## src/rtl/irqv_pkg.sv

```systemverilog
package irqv_pkg;
  localparam int unsigned VEC_W      = 32;
  localparam int unsigned OFF_W      = 9;
  localparam int unsigned OFF_SHIFT  = 4;
  localparam int unsigned SRC_IDX_W  = 5;
  localparam int unsigned EDGE_BIT   = 4;
  localparam int unsigned POL_BIT    = 5;
  localparam int unsigned ADDR_BASE  = 0;
  localparam int unsigned ADDR_VEC   = 1;
  localparam int unsigned ADDR_CLR   = 2;
  localparam int unsigned CFG_BASE   = 16;

  typedef struct packed {
    logic                 rdBase;
    logic                 rdVec;
    logic                 cfgHit;
    logic [SRC_IDX_W-1:0] cfgSel;
    logic                 baseWr;
    logic                 cfgWr;
    logic                 pendClr;
    logic [SRC_IDX_W-1:0] clrSel;
    logic                 latchValid;
    logic [SRC_IDX_W-1:0] latchSrc;
  } irqvStrobe_t;
endpackage

```

## src/rtl/irqv_arbiter.sv

```systemverilog
module irqv_arbiter
  import irqv_pkg::*;
#(
  parameter int unsigned NUM_SRC = 16,
  parameter int unsigned PRIO_W  = 3
) (
  input  logic [NUM_SRC*PRIO_W-1:0] prioFlat,
  output logic                      winValid,
  output logic [SRC_IDX_W-1:0]      winIdx,
  output logic [PRIO_W-1:0]         winLevel
);
  logic [PRIO_W-1:0]    bestLvl;
  logic [SRC_IDX_W-1:0] bestIdx;

  // Walk from the top index down so that ties settle on the lower index.
  always_comb begin
    bestLvl = '0;
    bestIdx = '0;
    for (int i = NUM_SRC - 1; i >= 0; i--) begin
      if (prioFlat[i*PRIO_W +: PRIO_W] != '0 &&
          prioFlat[i*PRIO_W +: PRIO_W] >= bestLvl) begin
        bestLvl = prioFlat[i*PRIO_W +: PRIO_W];
        bestIdx = SRC_IDX_W'(i);
      end
    end
  end

  assign winValid = (bestLvl != '0);
  assign winIdx   = bestIdx;
  assign winLevel = bestLvl;
endmodule

```

## src/rtl/irqv_datapath.sv

```systemverilog
module irqv_datapath
  import irqv_pkg::*;
#(
  parameter int unsigned NUM_SRC     = 16,
  parameter int unsigned PRIO_W      = 3,
  parameter int unsigned SYNC_STAGES = 2
) (
  input  logic                  clk,
  input  logic                  rst_n,
  input  logic [NUM_SRC-1:0]    srcIn,
  input  irqvStrobe_t           stb,
  input  logic [VEC_W-1:OFF_W]  baseWdata,
  input  logic [PRIO_W-1:0]     cfgPrioIn,
  input  logic                  cfgEdgeIn,
  input  logic                  cfgPolIn,
  output logic                  winValid,
  output logic [SRC_IDX_W-1:0]  winIdx,
  output logic [PRIO_W-1:0]     winLevel,
  output logic [VEC_W-1:0]      cpuVector,
  output logic [VEC_W-1:0]      regRdata
);
  localparam int unsigned BASE_W = VEC_W - OFF_W;

  logic [NUM_SRC-1:0]        syncQ [SYNC_STAGES];
  logic [NUM_SRC-1:0]        srcNow, srcPrev;
  logic [NUM_SRC-1:0]        cfgEdge, cfgPol, pending, edgeSeen, reqRaw;
  logic [PRIO_W-1:0]         cfgPrio [NUM_SRC];
  logic [NUM_SRC*PRIO_W-1:0] eligFlat;
  logic [BASE_W-1:0]         baseReg;
  logic [SRC_IDX_W-1:0]      offSel;
  logic [OFF_W-1:0]          offset;

  // Input synchroniser chain plus one more stage for edge detection.
  always_ff @(posedge clk or negedge rst_n) begin
    if (!rst_n) begin
      for (int s = 0; s < SYNC_STAGES; s++) syncQ[s] <= '0;
      srcPrev <= '0;
    end else begin
      syncQ[0] <= srcIn;
      for (int s = 1; s < SYNC_STAGES; s++) syncQ[s] <= syncQ[s-1];
      srcPrev <= syncQ[SYNC_STAGES-1];
    end
  end
  assign srcNow = syncQ[SYNC_STAGES-1];

  // Configuration and base registers.
  always_ff @(posedge clk or negedge rst_n) begin
    if (!rst_n) begin
      baseReg <= '0;
      cfgEdge <= '0;
      cfgPol  <= '0;
      for (int i = 0; i < NUM_SRC; i++) cfgPrio[i] <= '0;
    end else begin
      if (stb.baseWr) baseReg <= baseWdata;
      for (int i = 0; i < NUM_SRC; i++) begin
        if (stb.cfgWr && stb.cfgSel == SRC_IDX_W'(i)) begin
          cfgPrio[i] <= cfgPrioIn;
          cfgEdge[i] <= cfgEdgeIn;
          cfgPol[i]  <= cfgPolIn;
        end
      end
    end
  end

  // Per-source activity: level follows input, edge uses the pending flag.
  for (genvar i = 0; i < NUM_SRC; i++) begin : g_src
    logic activeLvl;
    assign activeLvl   = cfgPol[i] ? srcNow[i] : ~srcNow[i];
    assign edgeSeen[i] = cfgPol[i] ? (srcNow[i] & ~srcPrev[i])
                                   : (~srcNow[i] & srcPrev[i]);
    assign reqRaw[i]   = cfgEdge[i] ? pending[i] : activeLvl;
    assign eligFlat[i*PRIO_W +: PRIO_W] = reqRaw[i] ? cfgPrio[i] : '0;
  end

  // A fresh edge wins over a clear landing in the same cycle.
  always_ff @(posedge clk or negedge rst_n) begin
    if (!rst_n) begin
      pending <= '0;
    end else begin
      for (int i = 0; i < NUM_SRC; i++) begin
        if (cfgEdge[i] && edgeSeen[i])
          pending[i] <= 1'b1;
        else if (stb.pendClr && stb.clrSel == SRC_IDX_W'(i))
          pending[i] <= 1'b0;
      end
    end
  end

  irqv_arbiter #(
    .NUM_SRC (NUM_SRC),
    .PRIO_W  (PRIO_W)
  ) u_arb (
    .prioFlat (eligFlat),
    .winValid (winValid),
    .winIdx   (winIdx),
    .winLevel (winLevel)
  );

  // Handler address: frozen source if any, else live winner, else zero.
  always_comb begin
    if (stb.latchValid)  offSel = stb.latchSrc;
    else if (winValid)   offSel = winIdx;
    else                 offSel = '0;
  end
  assign offset    = OFF_W'(offSel) << OFF_SHIFT;
  assign cpuVector = {baseReg, offset};

  // Register read mux.
  always_comb begin
    regRdata = '0;
    if (stb.rdBase) begin
      regRdata = {baseReg, {OFF_W{1'b0}}};
    end else if (stb.rdVec) begin
      regRdata = cpuVector;
    end else if (stb.cfgHit) begin
      for (int i = 0; i < NUM_SRC; i++) begin
        if (stb.cfgSel == SRC_IDX_W'(i)) begin
          regRdata[PRIO_W-1:0] = cfgPrio[i];
          regRdata[EDGE_BIT]   = cfgEdge[i];
          regRdata[POL_BIT]    = cfgPol[i];
        end
      end
    end
  end
endmodule

```

## src/rtl/irqv_ctrl.sv

```systemverilog
module irqv_ctrl
  import irqv_pkg::*;
#(
  parameter int unsigned NUM_SRC = 16,
  parameter int unsigned PRIO_W  = 3,
  parameter int unsigned ADDR_W  = 6
) (
  input  logic                 clk,
  input  logic                 rst_n,
  input  logic [ADDR_W-1:0]    regAddr,
  input  logic                 regWe,
  input  logic [OFF_W-1:0]     clrWdata,
  input  logic                 cpuAck,
  input  logic                 winValid,
  input  logic [SRC_IDX_W-1:0] winIdx,
  input  logic [PRIO_W-1:0]    winLevel,
  output irqvStrobe_t          stb,
  output logic                 cpuReq,
  output logic [PRIO_W-1:0]    cpuLevel
);
  logic                 latchValid;
  logic [SRC_IDX_W-1:0] latchSrc;
  logic [PRIO_W-1:0]    latchLevel;
  logic [ADDR_W:0]      relAddr;
  logic                 cfgHit, clrWr, clrHit;
  logic [OFF_W-1:0]     latchedOff;

  assign relAddr    = {1'b0, regAddr} - (ADDR_W+1)'(CFG_BASE);
  assign cfgHit     = !relAddr[ADDR_W] && (relAddr < (ADDR_W+1)'(NUM_SRC));
  assign clrWr      = regWe && (regAddr == ADDR_W'(ADDR_CLR));
  assign latchedOff = OFF_W'(latchSrc) << OFF_SHIFT;
  assign clrHit     = clrWr && latchValid && (clrWdata == latchedOff);

  // Freeze on acknowledge, release on a matching clear write.
  always_ff @(posedge clk or negedge rst_n) begin
    if (!rst_n) begin
      latchValid <= 1'b0;
      latchSrc   <= '0;
      latchLevel <= '0;
    end else if (clrHit) begin
      latchValid <= 1'b0;
    end else if (!latchValid && cpuAck && winValid) begin
      latchValid <= 1'b1;
      latchSrc   <= winIdx;
      latchLevel <= winLevel;
    end
  end

  always_comb begin
    stb            = '0;
    stb.rdBase     = (regAddr == ADDR_W'(ADDR_BASE));
    stb.rdVec      = (regAddr == ADDR_W'(ADDR_VEC));
    stb.cfgHit     = cfgHit;
    stb.cfgSel     = relAddr[SRC_IDX_W-1:0];
    stb.baseWr     = regWe && (regAddr == ADDR_W'(ADDR_BASE));
    stb.cfgWr      = regWe && cfgHit;
    stb.pendClr    = clrHit;
    stb.clrSel     = latchSrc;
    stb.latchValid = latchValid;
    stb.latchSrc   = latchSrc;
  end

  assign cpuReq   = latchValid || winValid;
  assign cpuLevel = latchValid ? latchLevel : winLevel;
endmodule

```

## src/rtl/irqv_top.sv

```systemverilog
module irqv_top
  import irqv_pkg::*;
#(
  parameter int unsigned NUM_SRC     = 16,
  parameter int unsigned PRIO_W      = 3,
  parameter int unsigned ADDR_W      = 6,
  parameter int unsigned SYNC_STAGES = 2
) (
  input  logic               clk,
  input  logic               rst_n,
  input  logic [NUM_SRC-1:0] srcIn,
  input  logic [ADDR_W-1:0]  regAddr,
  input  logic               regWe,
  input  logic [VEC_W-1:0]   regWdata,
  output logic [VEC_W-1:0]   regRdata,
  output logic               cpuReq,
  output logic [PRIO_W-1:0]  cpuLevel,
  input  logic               cpuAck,
  output logic [VEC_W-1:0]   cpuVector
);
  irqvStrobe_t          stb;
  logic                 winValid;
  logic [SRC_IDX_W-1:0] winIdx;
  logic [PRIO_W-1:0]    winLevel;

  irqv_ctrl #(
    .NUM_SRC (NUM_SRC),
    .PRIO_W  (PRIO_W),
    .ADDR_W  (ADDR_W)
  ) u_ctrl (
    .clk      (clk),
    .rst_n    (rst_n),
    .regAddr  (regAddr),
    .regWe    (regWe),
    .clrWdata (regWdata[OFF_W-1:0]),
    .cpuAck   (cpuAck),
    .winValid (winValid),
    .winIdx   (winIdx),
    .winLevel (winLevel),
    .stb      (stb),
    .cpuReq   (cpuReq),
    .cpuLevel (cpuLevel)
  );

  irqv_datapath #(
    .NUM_SRC     (NUM_SRC),
    .PRIO_W      (PRIO_W),
    .SYNC_STAGES (SYNC_STAGES)
  ) u_dp (
    .clk       (clk),
    .rst_n     (rst_n),
    .srcIn     (srcIn),
    .stb       (stb),
    .baseWdata (regWdata[VEC_W-1:OFF_W]),
    .cfgPrioIn (regWdata[PRIO_W-1:0]),
    .cfgEdgeIn (regWdata[EDGE_BIT]),
    .cfgPolIn  (regWdata[POL_BIT]),
    .winValid  (winValid),
    .winIdx    (winIdx),
    .winLevel  (winLevel),
    .cpuVector (cpuVector),
    .regRdata  (regRdata)
  );
endmodule

```

## config.mk

```make
export PLATFORM = sky130hd
export DESIGN_NAME = irqv_top
export DESIGN_NICKNAME = d
export VERILOG_FILES = /design/src/rtl/irqv_pkg.sv /design/src/rtl/irqv_arbiter.sv /design/src/rtl/irqv_datapath.sv /design/src/rtl/irqv_ctrl.sv /design/src/rtl/irqv_top.sv
export SDC_FILE = /design/constraint.sdc
export NUM_CORES = 1
export LEC_CHECK = 0
export BUFFER_PORTS_ARGS = -buffer_cell sky130_fd_sc_hd__buf_4
export CAP_MARGIN = 30
export CORE_UTILIZATION = 40
export DETAILED_ROUTE_END_ITERATION = 8
export SYNTH_ARGS = -nofsm -noshare
export SYNTH_HDL_FRONTEND = slang
export SYNTH_SLANG_ARGS = --single-unit
```

## constraint.sdc

```tcl
create_clock -name clk -period 31.1 [get_ports clk]
set_clock_uncertainty 0.15 [all_clocks]
set_input_delay 3.11 -clock clk [delete_from_list [all_inputs] [get_ports clk]]
set_output_delay 3.11 -clock clk [all_outputs]
set_load 0.01 [all_outputs]
```

Word level (Yosys, flattened, before mapping)
Index checks and enable logic that the tools add are counted.
Word-level totals
  register bits after elaboration: 176
  input port bits: 58
  output and inout port bits: 68
  word-level logic and storage cells: 471
Cells by class
  $add $sub $neg: 1
  order comparisons: 17
  equal/unequal tests: 33
  multiplexer cells: 171
  bitwise operators: 65
  reduce and logical (&&, ||, !) cells: 113
Operators by type and width (number)
  two-way mux 3 bit: 51
  two-way mux 5 bit: 17
  two-way mux 1 bit: 82
  == test 5 x 4 -> 1 bit, second input constant: 16
  logical AND 1 bit: 72
  nonzero test 3 bit: 17
  >= comparator 3 bit: 15
  == test 5 x 3 -> 1 bit, second input constant: 8
  two-way mux 2 bit: 18
  nonzero test 2 bit: 17
  NOT 1 bit: 33
  bitwise AND 1 bit: 32
  two-way mux 32 bit: 1
  two-way mux 26 bit: 1
  == test 5 x 2 -> 1 bit, second input constant: 4
  == test 5 x 1 -> 1 bit, second input constant: 2
  logical NOT 5 bit: 2
  == test 9 bit: 1
  < comparator 7 x 5 -> 1 bit, second input constant: 1
  subtractor 6 x 5 -> 7 bit, second input constant: 1
  == test 6 x 1 -> 1 bit, second input constant: 1
  == test 6 x 2 -> 1 bit, second input constant: 1
  logical NOT 6 bit: 1
  two-way mux 4 bit: 1
  other kinds (4): 5

Logic depth before layout (Yosys ltp)
Gate-level depths: netlist (run 1).
  depth after elaboration: 57
  depth in mapped cells: 120
  mapped depth without buffers: 120

Cells and area by module
From an unflattened synthesis (run 1), not the netlist that was laid out.
Second synthesis, totals
  cell total of the unflattened synthesis: 1255
  area, all modules: 11069.4 um2
By module, submodules not included
  irqv_datapath: times used 1, cells each 827, area an instance 8091.5 um2, sequential area each 4179.0 um2
  irqv_arbiter: times used 1, cells each 374, area an instance 2374.8 um2, sequential area each 0.0 um2
  irqv_ctrl: times used 1, cells each 54, area an instance 603.1 um2, sequential area each 225.2 um2

Least setup slack after synthesis (run 1)
No wires, ideal clock.
  path kind: register to output
  start: reg u_dp.cfgPol[14]
  end: out regRdata[7]
  data arrival time: 20475 ps
  required time: 27840 ps
  setup slack: 7365 ps
  stages on the path, launching flop included: 115
  path buffers: 0
  path through: dfrtp_1 xnor2_1 o21a_2 and2_1 ha_1 nand2_1 o21a_1 o311ai_0 nand2_1 ha_1 nand2b_1 a31o_2 a21oi_1 or4_4 a22o_1 ha_1 nand2b_1 o221ai_1 [... 79 more ...] inv_1 ha_1 nand2b_1 a21o_1 a21oi_1 a21oi_1 nand3_1 o21ai_0 ha_1 nand2b_1 a21o_1 a21o_1 o21ai_0 nor2b_1 nand2_1 a211oi_1 mux2_2 nor2b_1
On the way
  cells in the longest elaborated chain, start to end: 53
  elaborated cells between the ends (all ways): 69
  those cells by class: order compare (15); mux (37); reduce/logical (17)
Ends and longest elaborated chain
  from (decl): line irqv_datapath.sv:26  | logic [NUM_SRC-1:0] cfgEdge, cfgPol, pending, edgeSeen, reqRaw;
  from (signal, indexed assignment): line irqv_datapath.sv:59  | cfgPol[i] <= cfgPolIn;
  two-way mux 1 bit (*): line irqv_datapath.sv:68  | assign activeLvl = cfgPol[i] ? srcNow[i] : ~srcNow[i];
  two-way mux 1 bit (*): line irqv_datapath.sv:71  | assign reqRaw[i] = cfgEdge[i] ? pending[i] : activeLvl;
  two-way mux 3 bit (*): line irqv_datapath.sv:72  | assign eligFlat[i*PRIO_W +: PRIO_W] = reqRaw[i] ? cfgPrio[i] : '0;
  >= comparator 3 bit / nonzero test 3 bit (equally long branches): line irqv_arbiter.sv:21, irqv_arbiter.sv:20
  logical AND 1 bit: line irqv_arbiter.sv:20  | if (prioFlat[i*PRIO_W +: PRIO_W] != '0 &&
  two-way mux 3 bit: line irqv_arbiter.sv:20
  >= comparator 3 bit: line irqv_arbiter.sv:21  | prioFlat[i*PRIO_W +: PRIO_W] >= bestLvl) begin
  logical AND 1 bit: line irqv_arbiter.sv:20
  [... 38 more ...]
  logical AND 1 bit: line irqv_arbiter.sv:20
  two-way mux 3 bit: line irqv_arbiter.sv:20
  nonzero test 3 bit: line irqv_arbiter.sv:28  | assign winValid = (bestLvl != '0);
  two-way mux 5 bit (*): line irqv_datapath.sv:102  | else if (winValid) offSel = winIdx;
  two-way mux 5 bit (*): line irqv_datapath.sv:101  | if (stb.latchValid) offSel = stb.latchSrc;
  via cpuVector[7]: line irqv_top.sv:19  | output logic [VEC_W-1:0] cpuVector
  two-way mux 26 bit (*): line irqv_datapath.sv:113  | end else if (stb.rdVec) begin
  two-way mux 32 bit (*): line irqv_datapath.sv:111  | if (stb.rdBase) begin
  to (decl): line irqv_top.sv:15  | output logic [VEC_W-1:0] regRdata,
Mark *: on every way through the listed nets, which the timed path passes. The rest lies on a longest branch.

Worst setup path in the final report (run 1)
  start: reg u_dp.cfgPol[14]
  end: out regRdata[7]
On the way
  cells in the longest elaborated chain, start to end: 53
  elaborated cells between the ends (all ways): 69
  those cells by class: order compare (15); mux (37); reduce/logical (17)
Ends and longest elaborated chain (line)
  two-way mux 1 bit (*): irqv_datapath.sv:68
  two-way mux 1 bit (*): irqv_datapath.sv:71
  two-way mux 3 bit (*): irqv_datapath.sv:72
  >= comparator 3 bit / nonzero test 3 bit (equally long branches): irqv_arbiter.sv:21, irqv_arbiter.sv:20
  logical AND 1 bit: irqv_arbiter.sv:20
  two-way mux 3 bit: irqv_arbiter.sv:20
  >= comparator 3 bit: irqv_arbiter.sv:21
  logical AND 1 bit: irqv_arbiter.sv:20
  [... 37 more ...]
  >= comparator 3 bit: irqv_arbiter.sv:21
  logical AND 1 bit: irqv_arbiter.sv:20
  two-way mux 3 bit: irqv_arbiter.sv:20
  nonzero test 3 bit: irqv_arbiter.sv:28
  two-way mux 5 bit (*): irqv_datapath.sv:102
  two-way mux 5 bit (*): irqv_datapath.sv:101
  two-way mux 26 bit (*): irqv_datapath.sv:113
  two-way mux 32 bit (*): irqv_datapath.sv:111
Every way passes the cells marked *; elsewhere a longest branch is shown, timed or not.

==> results.md, run 1 <==
* Status: complete, but fails checks
* Failing checks: design-rule violations
* Die area at between 0.02 and 0.03 mm2
* Actual slew at the worst max-slew pin at approximately 1000 ps
* CP startpoint kind: flip-flop
* Cell variety after synth at 95
* Pwr dens at between 60 and 70 mW/mm2
* CTS resizes at 0
* Number of synthesized flops with an enable pin at 0
* Total track usage at 0.230
* Post-Synthesis Mean Instance Area at 9.63 um2
* Hold path start: u_dp.syncQ[24]
* WL per Instance at about 20 um
* Vias in the first global route at 8920
* Postcts setup bufs at 0
* Clock latency on the worst-skew pair at about 450 ps
* Total CTS buffers at 17
* Root Buffer: clkbuf_16
* Sw frac at 0.404
* Antenna violations before repair at 0
* Worst path slowest cell: o41ai_1
* Max Cap Viol at 0
* Final Util at 0.480
* # diodes at 0
* Mapped Cells at 1116
* Vias at 9078
* Pin count of the biggest net entering global routing at 96
* Int Power at 518 uW
* Placed inst area at 0.0120 mm2
* # hold bufs at CTS at 0
* Mapped cell area at 0.0107 mm2
* Seq/Total Area, Yosys at 0.407
* I/O Buffers at 118
* Final HPWL DP at between 20000 and 25000 um
* Crit path top cell by count: ha_1
* Post-route DRC at 10
* Area grow syn2layout at 17.1%
* DR iter-0 viols at roughly 700
* Worst Setup Path Type: flip-flop to output pin
* Post-synth top flop: dfrtp_1
* Tcrit/Tclk final at 0.878
* Share of layout cells above drive strength 1 at 0.245
* Max incr delay on CP at 510 ps
* Fmax at 36.6 MHz
* Yosys Warn Count at 0
* First drt pass iteration count at 9
* Rel. slew slack at 0.338
* Final setup fails at 0
* R2r setup slk at 7420 ps
* Ys async rst share at 1.00
* Req. time, crit path at ~28000 ps
* Total wire length at 31000 um
* Sequential cell fraction of total power at 0.333
* Placer Congestion at 0.925
* Core area at 0.0262 mm2
* Total gr overflow at 0
* Final hold violations at 0
* Nets at around 1.3k
* Worst Hold Path Cells at 0
* Clock share of power at 0.251
* CTS Buffer Depth at 2
* Row cnt at 59
* ANT nets after route at 0
* H-tree levels at 4
* Max IR drop VDD at 31.3 uV
* CP Capture Type: output pin
* Arrival time at the worst endpoint at between 20000 and 25000 ps
* Final Instance Area at between 0.01 and 0.015 mm2
* TNS Setup at 0 ps
* Clock-pin slew on the worst setup and hold paths at ~90 ps
* Die W at approximately 170 um
* Fin. max-slew vios at 0
* Vias/cell at 5.75
* Crit path max fanout at 6
* Class of the worst hold path: flip-flop to flip-flop
* Worst hold endpoint: u_dp.srcNow[8]
* Switching power at 351 uW
* First-pass GRT wire length at 49400 um
* CTS tree: yes
* FF+latch count, synth at 175
* Initial Utilization at 0.410
* Final worst path period need at 27310 ps
* Worst reg2reg startpoint: u_dp.cfgPol[14]
* Leakage Power at 5.70 nW
* FF-to-FF path depth at 111
* Gate power share at 0.416
* I/O pin count at between 100 and 150
* RSZ-0062 raised after global routing: no
* Clk sinks at roughly 180
* Crit Reg-Reg Endpoint: u_ctrl.latchSrc[2]
* Die H at 166 um
[per-layer routing]
metal / part of all wire / track usage
met1: 0.46 / 0.314
met2: 0.44 / 0.354
met3: 0.073 / 0.0524
met4: 0.028 / 0.0878
met5: 0 / 0
[flip-flops by register name, indices dropped and copies added (netlist names)]
register,cells
u_ctrl.latchLevel,3
u_dp.cfgEdge,16
u_dp.pending,16
u_dp.baseReg,23
u_dp.cfgPol,16
u_dp.srcPrev,16
u_ctrl.latchSrc,4
u_dp.cfgPrio,48
u_ctrl.latchValid,1
u_dp.syncQ,16
u_dp.srcNow,16
[critical path: cells and delay by family (launching register included)]
| kind | cells | cell delay, ps |
|---|---|---|
| XOR/XNOR | 1 | 190 |
| flip-flops | 1 | 430 |
| multiplexers | 1 | 260 |
| adder cells (fa/ha/maj) | 16 | 4510 |
| AO/OA/AOI/OAI | 52 | 11800 |
| AND/OR/NAND/NOR | 39 | 5950 |
| buffers and inverters | 4 | 440 |
[power groups by stage]
stage	Combinational [mW]	Clock (mW)	Sequential [mW]
after floorplan	0.267	0	0.277
after global placement	0.355	0	0.292
after detailed placement	0.358	0	0.293
after CTS	0.360	0.221	0.289
after global routing	0.399	0.231	0.294
final	0.362	0.218	0.289
[logic make-up after synthesis]
logic type,synth area share
DFF,0.407
xor gates and xnor gates,0.0178
adders and majority gates,0.0393
buffers and inverters,0.0256
muxes,0.105
and+or+nand+nor,0.180
AOI/OAI and AO/OA,0.225
other,0.000349
[worst max path at each step]
stage	end	from
finish	regRdata[7]	u_dp.cfgPol[14]
global route	regRdata[7]	u_dp.cfgPol[14]
CTS	regRdata[7]	u_dp.cfgPol[14]
detailed placement	regRdata[7]	u_dp.cfgPol[14]
global placement	regRdata[7]	u_dp.cfgPol[14]
floorplan	regRdata[7]	u_dp.cfgPol[14]
[stage by stage]
step | power [mW] | hold WS (ps) | instances | worst slack [ps]
detailed placement | 0.650 | 185 | 1548 | 4590
floorplan | 0.544 | 181 | 1122 | 7370
CTS | 0.870 | 197 | 1580 | 3990
global route | 0.924 | 201 | 1580 | 1660
finish | 0.869 | 192 | 1580 | 3790
global placement | 0.647 | 181 | 1547 | 4940
[cells in the mapped netlist (22+ instances only)]
cell | count | area, um2
dfrtp_1 | 175 | 4380
nand2_1 | 143 | 537
mux2_2 | 96 | 1080
nor2_1 | 88 | 330
o21ai_0 | 78 | 390
a21oi_1 | 41 | 205
and2_1 | 36 | 225
ha_1 | 33 | 413
inv_1 | 33 | 124
nand2b_1 | 30 | 188
a22oi_1 | 25 | 188
clkbuf_1 | 22 | 82.6
nor3_1 | 22 | 110
[layout make-up]
type,count,area (um2)
fill,2437,13600
multi-input combinational,882,6120
sequential,175,4380
timing repair buffer,123,950
clock buffer,18,429
tap,335,419
clock inverter,14,160
inverter,33,124
[layout by cell type, fill, tap and decap left out, types with 7 or more instances in the layout]
cell type,Yosys,final
and2_1,36,36
nor2b_1,15,15
o31ai_1,9,9
nand3_1,14,14
buf_4,8,121
a211oi_1,8,8
a21oi_1,41,41
inv_1,33,33
clkbuf_16,0,17
conb_1,1,7
nor3_1,22,22
ha_1,33,33
nand4_1,9,9
a21o_1,7,7
a22o_1,19,19
o211ai_1,8,8
a31oi_1,10,10
a22oi_1,25,25
xor2_1,15,15
o21a_1,14,14
or2_2,11,11
dfrtp_1,175,175
nand2_1,143,143
nor2_1,88,88
o21ai_0,78,78
nand2b_1,30,30
mux2_2,96,96
and3_1,8,8
No activity file was read; power rests on OpenSTA's default activity.
==> inputs of run 2 (changes only) <==
- CORE_UTILIZATION: 40 -> 45
==> run 2 against run 1 <==
  * The flow now finishes without violations
  * Final area is 0.29% higher
  * Sequential power is essentially flat
  * Sequential share of layout area decreased by 0.10 points
  * Worst setup slack got worse by 270 ps
  * Core utilization increased by 5.7 points
  * Sequential cell count did not move
  * Final cell count is 1.1% lower
  * Global-route usage grew 3.3 points
  * Die area shrank 11%
  * Largest power group unchanged
==> results.md, run 2 (same netlist as run 1, synthesis figures left out) <==
* # diodes at 0 (unchanged)
* Fin. max-slew vios at 0 (unchanged)
* I/O pin count at 126 (unchanged)
* Total gr overflow at 0 (unchanged)
* Postcts setup bufs at 0 (unchanged)
* Post-route DRC at 0 (was 10)
* Total wire length at 31000 um (about the same)
* Hold Slack at 193 ps (was 192 ps)
* Total track usage at 0.263 (was 0.230)
* WL per Instance at 19.8 um (was 19.6 um)
* Total power at 892 uW (was 869 uW)
* Max reg flops at 48 (unchanged)
* RSZ-0062 raised after global routing: no (unchanged)
* I/O Buffers at 118 (unchanged)
* Worst path slowest cell: or4_4 (was o41ai_1)
* Core area at 0.0235 mm2 (was 0.0262 mm2)
* Placed inst area at 0.0119 mm2 (was 0.0120 mm2)
* Vias in the first global route at 8715 (was 8920)
* Die area at 0.0245 mm2 (was 0.0275 mm2)
* Arrival time at the worst endpoint at 24320 ps (was 24050 ps)
* Final worst path period need at 27580 ps (was 27310 ps)
* Vias at 9079 (was 9078)
* Sequential cell fraction of total power at 0.324 (was 0.333)
* Placed insts at 1530 (was 1548)
* Pre-CTS setup slack at 4460 ps (was 4590 ps)
* Leakage Power at 5.72 nW (was 5.70 nW)
* Finished Layout Cells at 1563 (was 1580)
* Row cnt at 56 (was 59)
* TNS Setup at 0 ps (unchanged)
* Crit path top cell by count: ha_1 (unchanged)
* Initial Utilization at 0.458 (was 0.410)
* CTS tree: yes (unchanged)
* Final setup fails at 0 (unchanged)
* CTS resizes at 0 (unchanged)
* Switching power at 368 uW (was 351 uW)
* Final Instance Area at 0.0126 mm2 (about the same)
* Clock-pin slew on the worst setup and hold paths at 90 ps (about the same)
* Biggest regs: u_dp.cfgPrio (48), u_dp.baseReg (23) (unchanged)
* Final HPWL DP at 23300 um (was 23700 um)
* Total CTS buffers at 17 (unchanged)
* CP Capture Type: output pin (unchanged)
* Crit path max fanout at 6 (unchanged)
* Antenna violations before repair at 0 (unchanged)
* Most common cell after layout, fill and taps aside: dfrtp_1 (unchanged)
* Clock share of power at 0.266 (was 0.251)
* ANT nets after route at 0 (unchanged)
* Final hold violations at 0 (unchanged)
* Final Util at 0.538 (was 0.480)
* Max IR drop VDD at 29.5 uV (was 31.3 uV)
* Rel. slew slack at 0.368 (was 0.338)
* Pwr dens at 70.7 mW/mm2 (was 69.0 mW/mm2)
* Placer Congestion at 0.917 (was 0.925)
* Gate power share at 0.409 (was 0.416)
* # hold bufs at CTS at 0 (unchanged)
* DR iter-0 viols at 677 (was 684)
* Class of the worst hold path: flip-flop to flip-flop (unchanged)
* Max incr delay on CP at 490 ps (was 510 ps)
* Worst Setup Path Type: flip-flop to output pin (unchanged)
* Root Buffer: clkbuf_16 (unchanged)
* Req. time, crit path at 27840 ps (about the same)
* H-tree levels at 4 (unchanged)
* Vias/cell at 5.81 (was 5.75)
* Clock latency on the worst-skew pair at 440 ps (was 450 ps)
* CTS Buffer Depth at 2 (unchanged)
* Nets at 1322 (was 1323)
* Max Cap Viol at 0 (unchanged)
* Sw frac at 0.413 (was 0.404)
* Die W at 157 um (was 166 um)
* Share of layout cells above drive strength 1 at 0.245 (about the same)
* CP startpoint kind: flip-flop (unchanged)
* Commonest cells after routing, fill and taps aside: 175 x dfrtp_1, 143 x nand2_1, 120 x buf_4 (was 175 x dfrtp_1, 143 x nand2_1, 121 x buf_4)
* First-pass GRT wire length at 48800 um (was 49400 um)
* Die H at 157 um (was 166 um)
* Status: completed (was complete, but fails checks)
* Fmax at 36.3 MHz (was 36.6 MHz)
* Tcrit/Tclk final at 0.887 (was 0.878)
* Pin count of the biggest net entering global routing at 122 (was 96)
* Int Power at 524 uW (was 518 uW)
* Actual slew at the worst max-slew pin at 941 ps (was 986 ps)
* Largest reg by FF count: u_dp.cfgPrio (unchanged)
* First drt pass iteration count at 5 (was 9)
* Area grow syn2layout at 17.4% (was 17.1%)
* Clk sinks at 175 (unchanged)
* Final setup margin at 3520 ps (was 3790 ps)
==> run 2: cell count changes in the layout (fill, tap and decap cells not counted), sizes merged <==
cell / change
buf: -1
clkbuf: -1
clkinv: -1
inv: +2
==> run 2: layout make-up <==
type                            instances  area (um2)
Sequential cell                       175        4380
Clock inverter                         15         228
Fill cell                            2122       10900
Clock buffer                           17         425
Multi-Input combinational cell        882        6120
Timing Repair Buffer                  122         942
Inverter                               33         124
Tap cell                              319         399
==> run 2: per-layer routing <==
metal	routed length [um]	GRT usage	vias to the layer above
met3	2110	0.0587	40
met4	638	0.0761	0
met2	13700	0.404	343
met1	14500	0.369	4367
li1	-	-	4329
met5	0	0	-
==> run 2: critical path: cells and delay by family (launching register included) <==
family                     cells  cell delay [ps]
DFF                            1              430
xor gates and xnor gates       1              190
AOI/OAI and AO/OA             51            11440
buffers and inverters          4              460
adders and majority gates     16             4460
muxes                          1              260
and+or+nand+nor               40             6640
==> run 2: power groups by stage <==
| stage | Sequential, mW | Combinational (mW) | Clock, mW |
|---|---|---|---|
| 6_report | 0.289 | 0.365 | 0.238 |
| 4_1_cts | 0.289 | 0.362 | 0.240 |
| 2_1_floorplan | 0.277 | 0.267 | 0 |
| 5_1_grt | 0.294 | 0.404 | 0.251 |
| 3_5_place_dp | 0.292 | 0.359 | 0 |
| 3_3_place_gp | 0.292 | 0.356 | 0 |
==> run 2: path summary, 6_finish.rpt <==
kind | from | to | slack (ps) | cells past startpoint
max reg2reg | u_dp.cfgPol[14] | u_ctrl.latchSrc[3] | 7150 | 111
min | u_dp.syncQ[31] | u_dp.srcNow[15] | 190 | 0
max in group asynchronous | rst_n | u_dp.cfgEdge[8] | 26910 | 3
max | u_dp.cfgPol[14] | regRdata[7] | 3520 | 113
min reg2reg | u_dp.syncQ[31] | u_dp.srcNow[15] | 190 | 0
min in group asynchronous | rst_n | u_dp.cfgPrio[43] | 2400 | 1
==> inputs of run 3 (changes only) <==
- CORE_UTILIZATION: 45 -> 50
- CTS_BUF_LIST: not set -> sky130_fd_sc_hd__clkbuf_8
- PLACE_DENSITY: not set -> 0.67
==> run 3 against run 2 <==
  * Sequential cell count is the same
  * Routed wire length shrank 2.5%
  * Die area shrank 9.9%
  * Count of clock-buffer cells in the layout is the same
  * Sequential power is essentially flat
  * Global-route usage grew 2.2 points
  * Final cell count shrank 2.7%
  * Core utilization grew 5.1 points
  * Register-to-register slack gained 260 ps
  * Highest routed layer unchanged
  * Non-clock buffer count grew 2
  * Largest power group unchanged
==> results.md, run 3 (same netlist as run 1, synthesis figures left out) <==
* Initial Utilization at 0.511 (was 0.458)
* CP endpoint: regRdata[7] (unchanged)
* Clk sinks at 175 (unchanged)
* Area grow syn2layout at 15.2% (was 17.4%)
* Arrival time at the worst endpoint at 24000 ps (was 24320 ps)
* Final setup fails at 0 (unchanged)
* CTS resizes at 0 (unchanged)
* Pin count of the biggest net entering global routing at 107 (was 122)
* Placer Congestion at 0.928 (was 0.917)
* RSZ-0062 raised after global routing: no (unchanged)
* Share of layout cells above drive strength 1 at 0.246 (was 0.245)
* Crit Reg-Reg Endpoint: u_ctrl.latchSrc[2] (was u_ctrl.latchSrc[3])
* Max Cap Viol at 0 (unchanged)
* WL per Instance at 19.9 um (was 19.8 um)
* FF-to-FF path depth at 113 (was 111)
* First-pass GRT wire length at 48200 um (was 48800 um)
* # diodes at 0 (unchanged)
* Postcts setup bufs at 0 (unchanged)
* Max reg flops at 48 (unchanged)
* Worst reg2reg startpoint: u_dp.srcNow[14] (was u_dp.cfgPol[14])
* Rel. slew slack at 0.347 (was 0.368)
* CP startpoint kind: flip-flop (unchanged)
* DR iter-0 viols at 552 (was 677)
* Die H at 149 um (was 157 um)
* CTS tree: yes (unchanged)
* I/O Buffers at 118 (unchanged)
* Total wire length at 30200 um (was 31000 um)
* Vias at 9140 (was 9079)
* Commonest cells after routing, fill and taps aside: 175 x dfrtp_1, 143 x nand2_1, 122 x buf_4 (was 175 x dfrtp_1, 143 x nand2_1, 120 x buf_4)
* Tcrit/Tclk final at 0.877 (was 0.887)
* Nets at 1324 (was 1322)
* Final hold violations at 0 (unchanged)
* Most common cell after layout, fill and taps aside: dfrtp_1 (unchanged)
* Root Buffer: clkbuf_8 (was clkbuf_16)
* H-tree levels at 4 (unchanged)
* ANT nets after route at 0 (unchanged)
* Max incr delay on CP at 490 ps (about the same)
* Final HPWL DP at 23100 um (was 23300 um)
* TNS Setup at 0 ps (unchanged)
* Die area at 0.0221 mm2 (was 0.0245 mm2)
* Core area at 0.0210 mm2 (was 0.0235 mm2)
* Vias in the first global route at 8786 (was 8715)
* # hold bufs at CTS at 0 (unchanged)
* Die W at 149 um (was 157 um)
* Register area at 0.00438 mm2 (unchanged)
* Vias/cell at 6.01 (was 5.81)
* Worst setup path startpoint: u_dp.srcNow[14] (was u_dp.cfgPol[14])
* Largest reg by FF count: u_dp.cfgPrio (unchanged)
* Biggest regs: u_dp.cfgPrio (48), u_dp.baseReg (23) (unchanged)
* Worst path slowest cell: or4_4 (unchanged)
* Clock-pin slew on the worst setup and hold paths at 130 ps (was 90 ps)
* First drt pass iteration count at 7 (was 5)
* Worst Setup Path Type: flip-flop to output pin (unchanged)
* Number of fill cells at 1842 (was 2122)
* Clock latency on the worst-skew pair at 490 ps (was 440 ps)
* Total track usage at 0.284 (was 0.263)
* Final worst path period need at 27260 ps (was 27580 ps)
* I/O pin count at 126 (unchanged)
* R2r setup slk at 7410 ps (was 7150 ps)
* Crit path top cell by count: ha_1 (unchanged)
* Max IR drop VDD at 30.3 uV (was 29.5 uV)
* Total gr overflow at 0 (unchanged)
* Total power at 823 uW (was 892 uW)
* Post-route DRC at 0 (unchanged)
* Area occupied by multi-input gates at 0.00612 mm2 (unchanged)
* Total CTS buffers at 17 (unchanged)
* Crit path max fanout at 6 (unchanged)
* Status: completed (unchanged)
* Class of the worst hold path: flip-flop to flip-flop (unchanged)
* CP Capture Type: output pin (unchanged)
* CTS Buffer Depth at 2 (unchanged)
* Row cnt at 53 (was 56)
* Req. time, crit path at 27840 ps (about the same)
* Actual slew at the worst max-slew pin at 972 ps (was 941 ps)
* Hold path start: u_dp.syncQ[29] (was u_dp.syncQ[31])
* Fmax at 36.7 MHz (was 36.3 MHz)
* Fin. max-slew vios at 0 (unchanged)
* Pwr dens at 66.5 mW/mm2 (was 70.7 mW/mm2)
* Leakage Power at 5.64 nW (was 5.72 nW)
* Antenna violations before repair at 0 (unchanged)
run 3: cell types whose count changed in the layout (fill, tap and decap cells not counted), moves of 2 or more:
cell       delta
clkbuf_16    -17
clkbuf_8     +17
buf_4         +2
clkinv_4      +2
clkinv_8      +2
inv_12        -2
run 3: through the flow:
step	instances	worst slack, ps	hold WS (ps)	util	cell area (um2)
finish	1521	3840	188	0.589	12400
global route	1521	1560	192	0.589	12400
CTS	1521	4130	189	0.589	12400
detailed placement	1489	4770	185	0.567	11900
global placement	1488	5060	182	0.566	11900
floorplan	1122	7370	181	-	10800
run 3: worst min path at each step:
stage                                  to  slack [ps]  depth (start not counted)
after floorplan            u_dp.srcNow[0]         180                          0
after global placement     u_dp.srcNow[3]         180                          0
after detailed placement   u_dp.srcNow[6]         180                          0
after CTS                 u_dp.srcNow[13]         190                          0
after global routing      u_dp.srcNow[13]         190                          0
final                     u_dp.srcNow[13]         190                          0
run 3: cell type report:
type,instances,share of cell area
sequential,175,0.354
timing repair buffer,124,0.0773
multi-input combinational,882,0.495
tap,275,0.0278
clock buffer,17,0.0189
clock inverter,15,0.0175
inverter,33,0.0100
run 3: worst max-delay path, delay by kind of cell, from the launching register on:
family / cells / cell delay (ps)
AND/OR/NAND/NOR: 42 / 6800
flip-flops: 1 / 450
XOR/XNOR: 1 / 190
multiplexers: 1 / 250
AO/OA/AOI/OAI: 51 / 10900
buffers and inverters: 4 / 450
adder cells (fa/ha/maj): 16 / 4510
run 3: power breakdown:
part	switching [mW]	leakage, nW	internal (mW)
sequential	0.0348	2.19	0.254
clock	0.108	0.219	0.0653
combinational	0.207	3.23	0.154
run 3: routing by layer:
layer / up-vias / routed length [um] / track usage
li1: 4337 / - / -
met1: 4426 / 13900 / 0.396
met2: 341 / 13900 / 0.452
met3: 36 / 2010 / 0.0552
met4: 0 / 476 / 0.0763
met5: - / 0 / 0
